===== src/rtl/bridge_pkg.sv =====
`timescale 1ns/1ps
package bridge_pkg;
   typedef enum logic [1:0] {
      PH_IDLE   = 2'b00,
      PH_SETUP  = 2'b01,
      PH_ENABLE = 2'b10
   } phase_t;

   localparam logic [1:0] TR_IDLE   = 2'b00;
   localparam logic [1:0] TR_BUSY   = 2'b01;
   localparam logic [1:0] TR_NONSEQ = 2'b10;
   localparam logic [1:0] TR_SEQ    = 2'b11;

   localparam logic [1:0] RESP_OKAY = 2'b00;
endpackage


===== src/rtl/bridge_decode.sv =====
`timescale 1ns/1ps
module bridge_decode #(
   parameter int NUM_PERIPH = 6,
   parameter int SLOT_BITS  = 3
) (
   input  logic [SLOT_BITS-1:0]  slot,
   output logic [NUM_PERIPH-1:0] hot
);
   // one comparator per populated window; unpopulated slots match nothing
   for (genvar i = 0; i < NUM_PERIPH; i++) begin : g_win
      assign hot[i] = (slot == SLOT_BITS'(i));
   end
endmodule


===== src/rtl/bridge_seq.sv =====
`timescale 1ns/1ps
module bridge_seq
   import bridge_pkg::*;
(
   input  logic   clk,
   input  logic   rst_n,
   input  logic   accept,
   output phase_t phase
);
   phase_t phase_nx;

   always_comb begin
      phase_nx = phase;
      unique case (phase)
         PH_IDLE:   if (accept) phase_nx = PH_SETUP;
         PH_SETUP:  phase_nx = PH_ENABLE;
         PH_ENABLE: phase_nx = PH_IDLE;
         default:   phase_nx = PH_IDLE;
      endcase
   end

   always_ff @(posedge clk or negedge rst_n) begin
      if (!rst_n) phase <= PH_IDLE;
      else        phase <= phase_nx;
   end
endmodule


===== src/rtl/bridge_regs.sv =====
`timescale 1ns/1ps
module bridge_regs
   import bridge_pkg::*;
#(
   parameter int ADDR_W     = 32,
   parameter int DATA_W     = 32,
   parameter int NUM_PERIPH = 6
) (
   input  logic                  clk,
   input  logic                  rst_n,
   input  logic                  accept,
   input  phase_t                phase,
   input  logic [ADDR_W-1:0]     in_addr,
   input  logic                  in_write,
   input  logic [DATA_W-1:0]     in_wdata,
   input  logic [NUM_PERIPH-1:0] in_hot,
   input  logic [DATA_W-1:0]     in_prdata,
   output logic [ADDR_W-1:0]     q_addr,
   output logic                  q_write,
   output logic [DATA_W-1:0]     q_wdata,
   output logic [NUM_PERIPH-1:0] q_hot,
   output logic [DATA_W-1:0]     q_rdata
);
   // address-phase capture
   always_ff @(posedge clk or negedge rst_n) begin
      if (!rst_n) begin
         q_addr  <= '0;
         q_write <= 1'b0;
         q_hot   <= '0;
      end else if (accept) begin
         q_addr  <= in_addr;
         q_write <= in_write;
         q_hot   <= in_hot;
      end
   end

   // data-phase capture of write data, before the enable cycle
   always_ff @(posedge clk or negedge rst_n) begin
      if (!rst_n)                          q_wdata <= '0;
      else if (phase == PH_SETUP && q_write) q_wdata <= in_wdata;
   end

   // read data taken on the last edge of a read access
   always_ff @(posedge clk or negedge rst_n) begin
      if (!rst_n)                            q_rdata <= '0;
      else if (phase == PH_ENABLE && !q_write) q_rdata <= in_prdata;
   end
endmodule


===== src/rtl/periph_bridge.sv =====
`timescale 1ns/1ps
module periph_bridge
   import bridge_pkg::*;
#(
   parameter int ADDR_W     = 32,
   parameter int DATA_W     = 32,
   parameter int NUM_PERIPH = 6,
   parameter int SLOT_BITS  = 3,
   parameter int WIN_BITS   = 12
) (
   input  logic                  sys_clk,
   input  logic                  sys_rst_n,
   input  logic [ADDR_W-1:0]     sys_addr,
   input  logic [1:0]            sys_trans,
   input  logic                  sys_write,
   input  logic [DATA_W-1:0]     sys_wdata,
   input  logic                  sys_sel,
   input  logic                  sys_ready_in,
   output logic                  sys_ready_out,
   output logic [DATA_W-1:0]     sys_rdata,
   output logic [1:0]            sys_resp,
   output logic [ADDR_W-1:0]     per_addr,
   output logic                  per_write,
   output logic [DATA_W-1:0]     per_wdata,
   output logic                  per_enable,
   output logic [NUM_PERIPH-1:0] per_sel,
   input  logic [DATA_W-1:0]     per_rdata
);
   localparam int SLOT_LSB = WIN_BITS;
   localparam int SLOT_CAP = 1 << SLOT_BITS;

   if (NUM_PERIPH < 1 || NUM_PERIPH > SLOT_CAP) begin : g_bad_count
      $error("NUM_PERIPH must lie in 1..2**SLOT_BITS");
   end
   if (SLOT_BITS < 1 || SLOT_LSB + SLOT_BITS > ADDR_W) begin : g_bad_slot
      $error("slot field must fit inside the address");
   end
   if (DATA_W < 8) begin : g_bad_data
      $error("DATA_W must be at least 8");
   end

   phase_t                phase;
   logic                  accept;
   logic                  trans_live;
   logic [NUM_PERIPH-1:0] dec_hot;
   logic [NUM_PERIPH-1:0] hot_q;

   assign trans_live = (sys_trans == TR_NONSEQ) || (sys_trans == TR_SEQ);
   assign accept     = (phase == PH_IDLE) && sys_sel && trans_live && sys_ready_in;

   bridge_decode #(
      .NUM_PERIPH (NUM_PERIPH),
      .SLOT_BITS  (SLOT_BITS)
   ) u_dec (
      .slot (sys_addr[SLOT_LSB +: SLOT_BITS]),
      .hot  (dec_hot)
   );

   bridge_seq u_seq (
      .clk    (sys_clk),
      .rst_n  (sys_rst_n),
      .accept (accept),
      .phase  (phase)
   );

   bridge_regs #(
      .ADDR_W     (ADDR_W),
      .DATA_W     (DATA_W),
      .NUM_PERIPH (NUM_PERIPH)
   ) u_regs (
      .clk       (sys_clk),
      .rst_n     (sys_rst_n),
      .accept    (accept),
      .phase     (phase),
      .in_addr   (sys_addr),
      .in_write  (sys_write),
      .in_wdata  (sys_wdata),
      .in_hot    (dec_hot),
      .in_prdata (per_rdata),
      .q_addr    (per_addr),
      .q_write   (per_write),
      .q_wdata   (per_wdata),
      .q_hot     (hot_q),
      .q_rdata   (sys_rdata)
   );

   assign per_sel       = (phase != PH_IDLE) ? hot_q : '0;
   assign per_enable    = (phase == PH_ENABLE);
   assign sys_ready_out = (phase == PH_IDLE);
   assign sys_resp      = RESP_OKAY;
endmodule


===== config.mk =====
export PLATFORM = sky130hd
export DESIGN_NAME = periph_bridge
export DESIGN_NICKNAME = d
export VERILOG_FILES = /design/src/rtl/bridge_pkg.sv /design/src/rtl/bridge_decode.sv /design/src/rtl/bridge_seq.sv /design/src/rtl/bridge_regs.sv /design/src/rtl/periph_bridge.sv
export SDC_FILE = /design/constraint.sdc
export NUM_CORES = 1
export LEC_CHECK = 0
export CORE_UTILIZATION = 44
export CTS_BUF_LIST = sky130_fd_sc_hd__clkbuf_4 sky130_fd_sc_hd__clkbuf_8
export CTS_CLUSTER_DIAMETER = 60
export DETAILED_ROUTE_END_ITERATION = 10
export GPL_ROUTABILITY_DRIVEN = 0
export PLACE_DENSITY = 0.95
export SYNTH_ARGS = -nofsm -noshare
export SYNTH_HDL_FRONTEND = slang
export SYNTH_HIERARCHICAL = 1
export SYNTH_SLANG_ARGS = --single-unit
export TNS_END_PERCENT = 1

===== constraint.sdc =====
create_clock -name sys_clk -period 5 [get_ports sys_clk]
set_input_delay 1.5 -clock sys_clk [delete_from_list [all_inputs] [get_ports sys_clk]]
set_output_delay 1.5 -clock sys_clk [all_outputs]
set_load 0.01 [all_outputs]

==> results of run 1 <==
==> cell type report <==
cell class | instances | area share (%)
well taps | 108 | 2.13
repair buffers | 208 | 32.7
clock buffers | 10 | 2.17
clock inverters | 4 | 0.493
multi-input cells | 124 | 21.0
flip-flops and latches | 105 | 41.5
==> state kept, by name, summed over array words and instances, names as in the netlist <==
signal and flops:
u_regs/q_addr 32, u_regs/q_rdata 32, u_regs/q_wdata 32, u_regs/q_hot 6
u_seq/phase 2, u_regs/q_write 1
==> logic make-up (layout without fill, tap and decap cells) <==
kind of cell / Yosys count / after routing / share of synthesized area, %
mux: 103 / 103 / 28.5
simple gates: 19 / 19 / 4.03
other cells: 1 / 2 / 0.0922
buf+inv: 12 / 222 / 2.77
flops: 105 / 105 / 64.6
==> path summary, 6_finish.rpt <==
check / depth (start not counted) / from / slack (ps) / to
min reg2reg: 1 / u_regs/q_hot[3]$_DFFE_PN0P_ / 500 / u_regs/q_hot[3]$_DFFE_PN0P_
max reg2reg: 3 / u_seq/phase[0]$_DFFE_PN0P_ / 2790 / u_regs/q_addr[25]$_DFFE_PN0P_
max in group asynchronous: 2 / sys_rst_n / 2750 / u_regs/q_hot[3]$_DFFE_PN0P_
max: 3 / u_seq/phase[0]$_DFFE_PN0P_ / 1750 / per_sel[0]
min: 1 / u_regs/q_hot[3]$_DFFE_PN0P_ / 500 / u_regs/q_hot[3]$_DFFE_PN0P_
min in group asynchronous: 1 / sys_rst_n / 1300 / u_regs/q_rdata[10]$_DFFE_PN0P_
==> Yosys cell counts, drive strengths merged <==
library cell and instances:
nor2 1, clkbuf 3, and2b 3, nor3 1
dfrtp 105, and3b 2, nor2b 5, buf 9
and4 1, nor3b 5, nand3b 1, conb 1
mux2 103
==> power by group through the flow <==
stage                     Combinational, mW  Clock, mW  Sequential [mW]
after global routing                   1.26      0.514             1.34
after CTS                              1.20      0.477             1.31
after global placement                 1.16          0             1.29
final                                  1.19      0.460             1.30
after detailed placement               1.20          0             1.33
after floorplan                       0.287          0             1.45
==> per-stage QoR <==
step	hold WS [ps]	std cells	util [%]
floorplan	473	241	-
global placement	470	545	69.7
detailed placement	488	545	69.7
CTS	507	559	71.6
global route	522	559	71.6
finish	504	559	71.6
==> worst max-delay path, delay by kind of cell (launching register included) <==
kind	cells	cell delay, ps
AND/OR/NAND/NOR	2	440
buffers and inverters	1	480
flip-flops	1	500
==> layer usage <==
layer | track usage [%] | vias up | routed length (um)
met5 | 0 | - | 0
met4 | 7.46 | 0 | 225
met3 | 6.73 | 17 | 770
met2 | 39.7 | 122 | 5270
met1 | 23.2 | 1378 | 3600
li1 | - | 1250 | -
==> qor_table.md, run 1 <==
| Parameter | This run | Unit |
|:---|:---|:---|
| Global-route usage over all layers | 21.5 | % |
| Io pins | 210 | - |
| Multi-input gate area in the final layout | 0.00133 | mm^2 |
| Slowest stage cell on the critical path | sky130_fd_sc_hd__dfrtp_1 | - |
| Relative contribution of sequential cells to total power | 44.1 | % |
| Detailed-route wire length per cell | 17.7 | um |
| Arrival time of data at the critical path endpoint | 1750 | ps |
| Count of fill cells added during filler insertion | 621 | - |
| Average cell area after synthesis | 16.9 | um^2 |
| Area contributors post-synth | sky130_fd_sc_hd__dfrtp_1 (65%), sky130_fd_sc_hd__mux2_2 (28%), sky130_fd_sc_hd__clkbuf_8 (1.0%) | - |
| Worst-case setup slack after placement | 1560 | ps |
| RSZ-0062 raised after global routing | false | - |
| DIE AREA | 0.00963 | mm^2 |
| Category of the worst setup path launch point | flip-flop | - |
| Post-Layout Inst Area | 0.00634 | mm^2 |
| Number of design rule violations left after detail routing | 15 | - |
| Area inside the core boundary | 0.00885 | mm^2 |
| Maximum Capacitance Violations | 0 | - |
| Layout cells sized above 1 | 27.7 | % |
| Number of antenna violations at the first check in global routing | 0 | - |
| Post-CTS Setup Inserts | 0 | - |
| Count of hold-fix buffers inserted at cts | 0 | - |
| Warning count from the yosys run | 6 | - |
| Peak Freq | 307 | MHz |
| Run status | finished, violations left | - |
| Post-detail-place hpwl | 7530 | um |
| Root buffer cell | sky130_fd_sc_hd__clkbuf_8 | - |
| Internal power of the cells | 2.12 | mW |
| PwrDens | 466 | mW/mm^2 |
| Hold Crit Class | flip-flop to flip-flop | - |
| Effective utilization at floorplan | 46.0 | % |
| Count of antenna diodes in the layout | 0 | - |
| Skew-Pair Late Insertion Delay | 340 | ps |
| GRT Residual Overflow | 0 | - |
| Number of global-route vias before repair | 3145 | - |
| Total negative setup slack | 0 | ps |
| TritonCTS clock tree | done | - |
| Cts repair resizes | 0 | - |
| Area share of the leading cell type in the synthesized netlist | 64.6 | % |
| Share of the cycle needed by the critical path after routing | 65.1 | % |
| Synth Cell Area | 0.00407 | mm^2 |
| Final Hold Violating Endpoints | 0 | - |
| Clock buffer count from CTS | 9 | - |
| Power spent charging and discharging nets | 0.839 | mW |
| Number of input and output port buffers inserted | 206 | - |
| IR drop worst, VDD | 0.243 | mV |
| Register area share after synthesis | 64.6 | % |
| Synth-to-Final Area Change | 55.8 | % |
| Pre-Repair DR Iteration Count | 9 | - |
| Worst slew margin relative to its limit | 30.0 | % |
| Switching portion of total power | 28.4 | % |
| Drt initial violations | 51 | - |
| Placed cell areas | 0.00617 | mm^2 |
| Final critical path time including I/O delays and setup | 3250 | ps |
| Maximum fanout along the worst path | 8 | - |
| Critical path required time | 3500 | ps |
| Routed via count | 2767 | - |
| Register area | 0.00263 | mm^2 |
| Maximum clock path buffer count | 2 | - |
| Final Net Count | 551 | - |
| Maximum number of pins on one net before global-route repair | 86 | - |
| Leakage Power | 2.63 | nW |
| Least-Margin Pin Slew | 1050 | ps |
| Ordered cell list for the critical path | nor2_4 -> and2b_1 -> clkdlybuf4s50_1 | - |
| Global-route wire length before repair | 15900 | um |
| Combinational share of power | 40.3 | % |
| Most common cell after layout, fill and taps aside | sky130_fd_sc_hd__clkdlybuf4s50_1 | - |
| Num Clock Sinks | 105 | - |
| Largest clock skew in the final design | 17.1 | ps |
| Capturing element type of the critical path | primary output | - |
| Min setup slack post-route | 1750 | ps |
| Clock group share of total power | 15.6 | % |
| H-tree depth | 3 | - |
| Violated checks | design-rule violations | - |
| Count of different cell masters after synthesis | 18 | - |
| Antenna Violating Nets Remaining | 0 | - |
| Fin. max-slew vios | 0 | - |
| Biggest area consumer among synthesized cells | sky130_fd_sc_hd__dfrtp_1 | - |
| Via count normalized by instance count | 4.95 | - |
| Cells after synthesis | 240 | - |
| Flip-flop and latch count after synthesis | 105 | - |
| FP Rows | 34 | - |
| Total chip power | 2.95 | mW |
| Die boundary height | 98.2 | um |
| Final number of setup-violating endpoints | 0 | - |
| Clock-pin transition on the worst setup and hold timing paths | 80 | ps |
| DRT Wirelength | 9870 | um |
| Die width | 98.2 | um |
| Max stage delay on crit path | 500 | ps |
| Commonest cells after routing, fill and taps aside | sky130_fd_sc_hd__clkdlybuf4s50_1 (205), sky130_fd_sc_hd__dfrtp_1 (105), sky130_fd_sc_hd__mux2_2 (101) | - |
| Setup Crit Path Kind | flip-flop to primary output | - |
Power figures use the tool's default switching activity.
==> run 2: changes to the inputs <==
CORE_UTILIZATION = 41   (was 44)
clock period = 3.3 ns   (was 5 ns; I/O delays follow)
==> run 2 against run 1 <==
- global-route usage is 2.9 points lower
- largest power group unchanged
- the run now ends clean
- die area increased by 7.2%
- setup slack got worse by 1200 ps
- count of clock-buffer cells in the layout did not move
==> qor_table.md, run 2 (synthesis results as in run 1) <==
| Parameter | This run | Unit | Delta |
|:---|:---|:---|:---|
| Run status | complete, no violations | - | was finished, violations left |
| Effective utilization at floorplan | 43.2 | % | was 46.0% |
| Drt initial violations | 36 | - | was 51 |
| Capturing element type of the critical path | primary output | - | unchanged |
| Startpoint of the worst setup timing path | u_seq/phase[0]$_DFFE_PN0P_ | - | unchanged |
| Combinational share of power | 39.1 | % | was 40.3% |
| Count of antenna diodes in the layout | 0 | - | unchanged |
| Num Clock Sinks | 105 | - | unchanged |
| Total placed cells including tap cells | 568 | - | was 545 |
| Final non-filler cell total | 583 | - | was 559 |
| Category of the worst setup path launch point | flip-flop | - | unchanged |
| Die width | 102 | um | was 98.2 um |
| IR drop worst, VDD | 0.380 | mV | was 0.243 mV |
| Clock buffer count from CTS | 9 | - | unchanged |
| Skew-Pair Late Insertion Delay | 340 | ps | about the same |
| Most common cell after layout, fill and taps aside | sky130_fd_sc_hd__clkdlybuf4s50_1 | - | unchanged |
| Maximum fanout along the worst path | 8 | - | unchanged |
| Number of input and output port buffers inserted | 206 | - | unchanged |
| Clock group share of total power | 18.1 | % | was 15.6% |
| Cts repair resizes | 0 | - | unchanged |
| Pre-Repair DR Iteration Count | 4 | - | was 9 |
| Antenna Violating Nets Remaining | 0 | - | unchanged |
| Final Hold Violating Endpoints | 0 | - | unchanged |
| Die boundary height | 102 | um | was 98.2 um |
| Internal power of the cells | 3.35 | mW | was 2.12 mW |
| PwrDens | 713 | mW/mm^2 | was 466 mW/mm^2 |
| Setup Crit Path Kind | flip-flop to primary output | - | unchanged |
| Registers with the most flip-flops | u_regs/q_addr: 32 flops, u_regs/q_rdata: 32 flops, u_regs/q_wdata: 32 flops | - | unchanged |
| Synth-to-Final Area Change | 58.2 | % | was 55.8% |
| DIE AREA | 0.0103 | mm^2 | was 0.00963 mm^2 |
| RSZ-0062 raised after global routing | false | - | unchanged |
| Final number of setup-violating endpoints | 0 | - | unchanged |
| Peak Freq | 363 | MHz |  |
| Commonest cells after routing, fill and taps aside | sky130_fd_sc_hd__clkdlybuf4s50_1 (205), sky130_fd_sc_hd__dfrtp_1 (105), sky130_fd_sc_hd__mux2_2 (101) | - | unchanged |
| Largest clock skew in the final design | 11.6 | ps | was 17.1 ps |
| Root buffer cell | sky130_fd_sc_hd__clkbuf_8 | - | unchanged |
| Switching portion of total power | 26.9 | % | was 28.4% |
| Utilization after layout | 68.4 | % | was 71.6% |
| Arrival time of data at the critical path endpoint | 1760 | ps | was 1750 ps |
| GRT Residual Overflow | 0 | - | unchanged |
| Flop2flop setup slack | 1360 | ps | was 2790 ps |
| Io pins | 210 | - | unchanged |
| H-tree depth | 3 | - | unchanged |
| Total negative setup slack | 0 | ps | unchanged |
| Critical path required time | 2310 | ps | was 3500 ps |
| Post-Route Hold Slack | 498 | ps | was 504 ps |
| Leakage Power | 2.68 | nW | was 2.63 nW |
| Count of fill cells added during filler insertion | 669 | - | was 621 |
| Fin. max-slew vios | 0 | - | unchanged |
| Final Net Count | 553 | - | was 551 |
| Relative contribution of sequential cells to total power | 42.8 | % | was 44.1% |
| Post-Layout Inst Area | 0.00644 | mm^2 | was 0.00634 mm^2 |
| Post-CTS Setup Inserts | 0 | - | unchanged |
| Layout cells sized above 1 | 28.2 | % | was 27.7% |
| Final critical path time including I/O delays and setup | 2750 | ps |  |
| Number of antenna violations at the first check in global routing | 0 | - | unchanged |
| TritonCTS clock tree | done | - | unchanged |
| Power spent charging and discharging nets | 1.24 | mW | was 0.839 mW |
| Worst min-delay path startpoint | u_regs/q_rdata[2]$_DFFE_PN0P_ | - | was u_regs/q_hot[3]$_DFFE_PN0P_ |
| Global-route wire length before repair | 14600 | um | was 15900 um |
| Post-detail-place hpwl | 7260 | um | was 7530 um |
| Maximum clock path buffer count | 2 | - | unchanged |
| Clock-pin transition on the worst setup and hold timing paths | 80 | ps | about the same |
| Global-route usage over all layers | 18.6 | % | was 21.5% |
| Worst slew margin relative to its limit | 41.9 | % | was 30.0% |
| Maximum Capacitance Violations | 0 | - | unchanged |
| Hold Crit Class | flip-flop to flip-flop | - | unchanged |
| Via count normalized by instance count | 4.68 | - | was 4.95 |
| Share of the cycle needed by the critical path after routing | 83.4 | % |  |
| Maximum number of pins on one net before global-route repair | 56 | - | was 86 |
| Number of global-route vias before repair | 2979 | - | was 3145 |
| DRT Wirelength | 9420 | um | was 9870 um |
| Source of the worst register-to-register timing path | u_seq/phase[1]$_DFFE_PN0P_ | - | was u_seq/phase[0]$_DFFE_PN0P_ |
| FP Rows | 35 | - | was 34 |
| Routed via count | 2727 | - | was 2767 |
| Detailed-route wire length per cell | 16.2 | um | was 17.7 um |
| Count of hold-fix buffers inserted at cts | 0 | - | unchanged |
| Area inside the core boundary | 0.00942 | mm^2 | was 0.00885 mm^2 |
| Placed cell areas | 0.00622 | mm^2 | was 0.00617 mm^2 |
| Number of design rule violations left after detail routing | 0 | - | was 15 |
| Least-Margin Pin Slew | 867 | ps | was 1050 ps |
[run 2: critical path, stage by stage, from the launching register on]
cell and delay (ps):
sky130_fd_sc_hd__dfrtp_1 500, sky130_fd_sc_hd__nor2_4 240, sky130_fd_sc_hd__and2b_1 210, sky130_fd_sc_hd__clkdlybuf4s50_1 490
[run 2: power groups by stage]
| stage | logic (mW) | registers (mW) | clock network, mW |
|---|---|---|---|
| floorplan | 0.435 | 2.19 | 0 |
| finish | 1.79 | 1.96 | 0.829 |
| global route | 1.90 | 2.02 | 0.918 |
| CTS | 1.82 | 1.97 | 0.866 |
| global placement | 1.76 | 1.96 | 0 |
| detailed placement | 1.81 | 2.00 | 0 |
[run 2: worst paths after layout]
kind	endpoint	cells after the start
max	per_sel[1]	3
min	u_regs/q_rdata[2]$_DFFE_PN0P_	1
max reg2reg	u_regs/q_wdata[9]$_DFFE_PN0P_	2
min reg2reg	u_regs/q_rdata[2]$_DFFE_PN0P_	1
max in group asynchronous	u_regs/q_rdata[4]$_DFFE_PN0P_	2
min in group asynchronous	u_regs/q_addr[5]$_DFFE_PN0P_	1
[run 2: cell type report]
cell class	instances	area, um^2	area share, %
multi-input combinational	124	1330	20.7
sequential	105	2630	40.8
clock buffer	10	131	2.04
tap	129	161	2.51
clock inverter	5	81.3	1.26
timing repair buffer	210	2100	32.7
[run 2: per-stage QoR]
step / setup slack, ps / power [mW]
after floorplan: 1250 / 2.63
after global placement: 851 / 3.72
after detailed placement: 800 / 3.81
after CTS: 529 / 4.65
after global routing: 473 / 4.85
final: 548 / 4.59
[run 2: routing by layer]
| metal | share of wire (%) | GRT usage, % | up-vias |
|---|---|---|---|
| li1 | - | - | 1253 |
| met1 | 37 | 20.6 | 1339 |
| met2 | 53 | 33.6 | 122 |
| met3 | 8.7 | 6.14 | 13 |
| met4 | 1.2 | 5.69 | 0 |
| met5 | 0 | 0 | - |
==> run 3: changes to the inputs <==
clock period = 2.72 ns   (was 3.3 ns; I/O delays follow)
==> run 3 against run 2 <==
- clock power grew 13%
- highest routed layer unchanged
- final area is 0.21% lower
- core utilization shrank 0.15 points
==> qor_table.md, run 3 (synthesis results as in run 1) <==
| Parameter | This run | Unit | Delta |
|:---|:---|:---|:---|
| Run status | complete, no violations | - | unchanged |
| Worst-case setup slack after placement | 401 | ps | was 800 ps |
| Final non-filler cell total | 583 | - | unchanged |
| Min setup slack post-route | 155 | ps | was 548 ps |
| Root buffer cell | sky130_fd_sc_hd__clkbuf_8 | - | unchanged |
| Arrival time of data at the critical path endpoint | 1750 | ps | was 1760 ps |
| Commonest cells after routing, fill and taps aside | sky130_fd_sc_hd__clkdlybuf4s50_1 (205), sky130_fd_sc_hd__dfrtp_1 (105), sky130_fd_sc_hd__mux2_2 (101) | - | unchanged |
| Critical path required time | 1900 | ps | was 2310 ps |
| Via count normalized by instance count | 4.69 | - | was 4.68 |
| Most common cell after layout, fill and taps aside | sky130_fd_sc_hd__clkdlybuf4s50_1 | - | unchanged |
| Pre-Repair DR Iteration Count | 5 | - | was 4 |
| Drt initial violations | 25 | - | was 36 |
| Io pins | 210 | - | unchanged |
| IR drop worst, VDD | 0.372 | mV | was 0.380 mV |
| Total chip power | 5.50 | mW | was 4.59 mW |
| Hold Crit Class | primary input to async pin | - | was flip-flop to flip-flop |
| Share of the cycle needed by the critical path after routing | 94.3 | % |  |
| GRT Residual Overflow | 0 | - | unchanged |
| Final critical path time including I/O delays and setup | 2570 | ps |  |
| Post-detail-place hpwl | 7410 | um | was 7260 um |
| Worst path buffer plus inverter count | 1 | - | unchanged |
| Endpoint of the worst register-to-register path | u_regs/q_wdata[11]$_DFFE_PN0P_ | - | was u_regs/q_wdata[9]$_DFFE_PN0P_ |
| Post-Route Hold Slack | 477 | ps | was 498 ps |
| Cts repair resizes | 0 | - | unchanged |
| DRT Wirelength | 9610 | um | was 9420 um |
| Area inside the core boundary | 0.00942 | mm^2 | unchanged |
| Die width | 102 | um | unchanged |
| Num Clock Sinks | 105 | - | unchanged |
| Leakage Power | 2.67 | nW | was 2.68 nW |
| Count of fill cells added during filler insertion | 671 | - | was 669 |
| Combinational share of power | 39.5 | % | was 39.1% |
| Source of the worst register-to-register timing path | u_seq/phase[1]$_DFFE_PN0P_ | - | unchanged |
| PwrDens | 856 | mW/mm^2 | was 713 mW/mm^2 |
| Number of input and output port buffers inserted | 206 | - | unchanged |
| Max stage delay on crit path | 500 | ps | about the same |
| Clock group share of total power | 17.1 | % | was 18.1% |
| Post-Layout Inst Area | 0.00642 | mm^2 | was 0.00644 mm^2 |
| Switching portion of total power | 27.5 | % | was 26.9% |
| Synth-to-Final Area Change | 57.9 | % | was 58.2% |
| Effective utilization at floorplan | 43.2 | % | unchanged |
| Global-route usage over all layers | 19.2 | % | was 18.6% |
| Total negative setup slack | 0 | ps | unchanged |
| Power spent charging and discharging nets | 1.51 | mW | was 1.24 mW |
| Die boundary height | 102 | um | unchanged |
| Clock-pin transition on the worst setup and hold timing paths | 90 | ps | was 80 ps |
| Antenna Violating Nets Remaining | 0 | - | unchanged |
| Maximum clock path buffer count | 2 | - | unchanged |
| Final Hold Violating Endpoints | 0 | - | unchanged |
| Placed cell areas | 0.00623 | mm^2 | was 0.00622 mm^2 |
| Category of the worst setup path launch point | flip-flop | - | unchanged |
| Total placed cells including tap cells | 569 | - | was 568 |
| RSZ-0062 raised after global routing | false | - | unchanged |
| DIE AREA | 0.0103 | mm^2 | unchanged |
| Utilization after layout | 68.2 | % | was 68.4% |
| Largest clock skew in the final design | 13.2 | ps | was 11.6 ps |
| Skew-Pair Late Insertion Delay | 350 | ps | was 340 ps |
| Clock buffer count from CTS | 9 | - | unchanged |
| Largest delay contributor family on the critical path | flip-flops | - | unchanged |
| Number of global-route vias before repair | 3037 | - | was 2979 |
| TritonCTS clock tree | done | - | unchanged |
| FP Rows | 35 | - | unchanged |
| Post-CTS Setup Inserts | 0 | - | unchanged |
| Logic depth of the worst setup path including buffers | 3 | - | unchanged |
| Fin. max-slew vios | 0 | - | unchanged |
| Setup Crit Path Kind | flip-flop to primary output | - | unchanged |
| Registers with the most flip-flops | u_regs/q_addr: 32 flops, u_regs/q_rdata: 32 flops, u_regs/q_wdata: 32 flops | - | unchanged |
| Peak Freq | 390 | MHz |  |
| Slowest stage cell on the critical path | sky130_fd_sc_hd__dfrtp_1 | - | unchanged |
| Capturing element type of the critical path | primary output | - | unchanged |
| Worst slew margin relative to its limit | 42.3 | % | was 41.9% |
| Maximum number of pins on one net before global-route repair | 52 | - | was 56 |
| Detailed-route wire length per cell | 16.5 | um | was 16.2 um |
| Flop2flop setup slack | 790 | ps | was 1360 ps |
| Internal power of the cells | 3.99 | mW | was 3.35 mW |
| Maximum Capacitance Violations | 0 | - | unchanged |
| Ordered cell list for the critical path | nor2_4 -> and2b_1 -> clkdlybuf4s50_1 | - | unchanged |
| Count of antenna diodes in the layout | 0 | - | unchanged |
| Number of design rule violations left after detail routing | 0 | - | unchanged |
| Relative contribution of sequential cells to total power | 43.4 | % | was 42.8% |
| Least-Margin Pin Slew | 861 | ps | was 867 ps |
| Global-route wire length before repair | 15000 | um | was 14600 um |
| Routed via count | 2732 | - | was 2727 |
| H-tree depth | 3 | - | unchanged |
| Count of hold-fix buffers inserted at cts | 0 | - | unchanged |
| Final number of setup-violating endpoints | 0 | - | unchanged |
| Number of cells on the worst reg-to-reg path | 2 | - | unchanged |
| Layout cells sized above 1 | 28.2 | % | unchanged |
| Number of antenna violations at the first check in global routing | 0 | - | unchanged |
| Final Net Count | 554 | - | was 553 |
| Maximum fanout along the worst path | 8 | - | unchanged |
run 3: cell count changes in the layout (fill, tap and decap cells not counted), sizes merged:
| cell | change |
|---|---|
| buf | +1 |
| inv | +1 |
| clkinvlp | +1 |
| bufinv | -1 |
| clkinv | -2 |
run 3: cell type report:
type | instances | area [um^2] | share of cell area, %
sequential | 105 | 2630 | 40.9
timing repair buffer | 211 | 2110 | 32.8
multi-input combinational | 124 | 1330 | 20.7
tap | 129 | 161 | 2.51
clock buffer | 10 | 138 | 2.14
clock inverter | 4 | 53.8 | 0.838
run 3: how the worst max path moves through the flow:
stage | startpoint | to | slack [ps]
CTS | u_seq/phase[0]$_DFFE_PN0P_ | per_sel[0] | 130
finish | u_seq/phase[0]$_DFFE_PN0P_ | per_sel[1] | 150
global route | u_seq/phase[0]$_DFFE_PN0P_ | per_sel[0] | 40
global placement | sys_ready_in | u_regs/q_addr[20]$_DFFE_PN0P_ | 440
floorplan | sys_ready_in | u_regs/q_addr[16]$_DFFE_PN0P_ | 850
detailed placement | sys_ready_in | u_regs/q_addr[9]$_DFFE_PN0P_ | 400
run 3: power groups by stage:
stage	clock, mW	combinational (mW)	sequential (mW)
after global placement	0	2.14	2.38
after global routing	1.04	2.30	2.46
after floorplan	0	0.527	2.66
after CTS	0.987	2.20	2.40
final	0.940	2.17	2.39
after detailed placement	0	2.20	2.43
run 3: routing by layer:
metal | vias to the layer above | global-route usage [%] | wire, um
li1 | 1252 | - | -
met5 | - | 0 | 0
met3 | 6 | 6.00 | 705
met1 | 1362 | 20.3 | 3480
met2 | 112 | 36.5 | 5370
met4 | 0 | 5.35 | 60
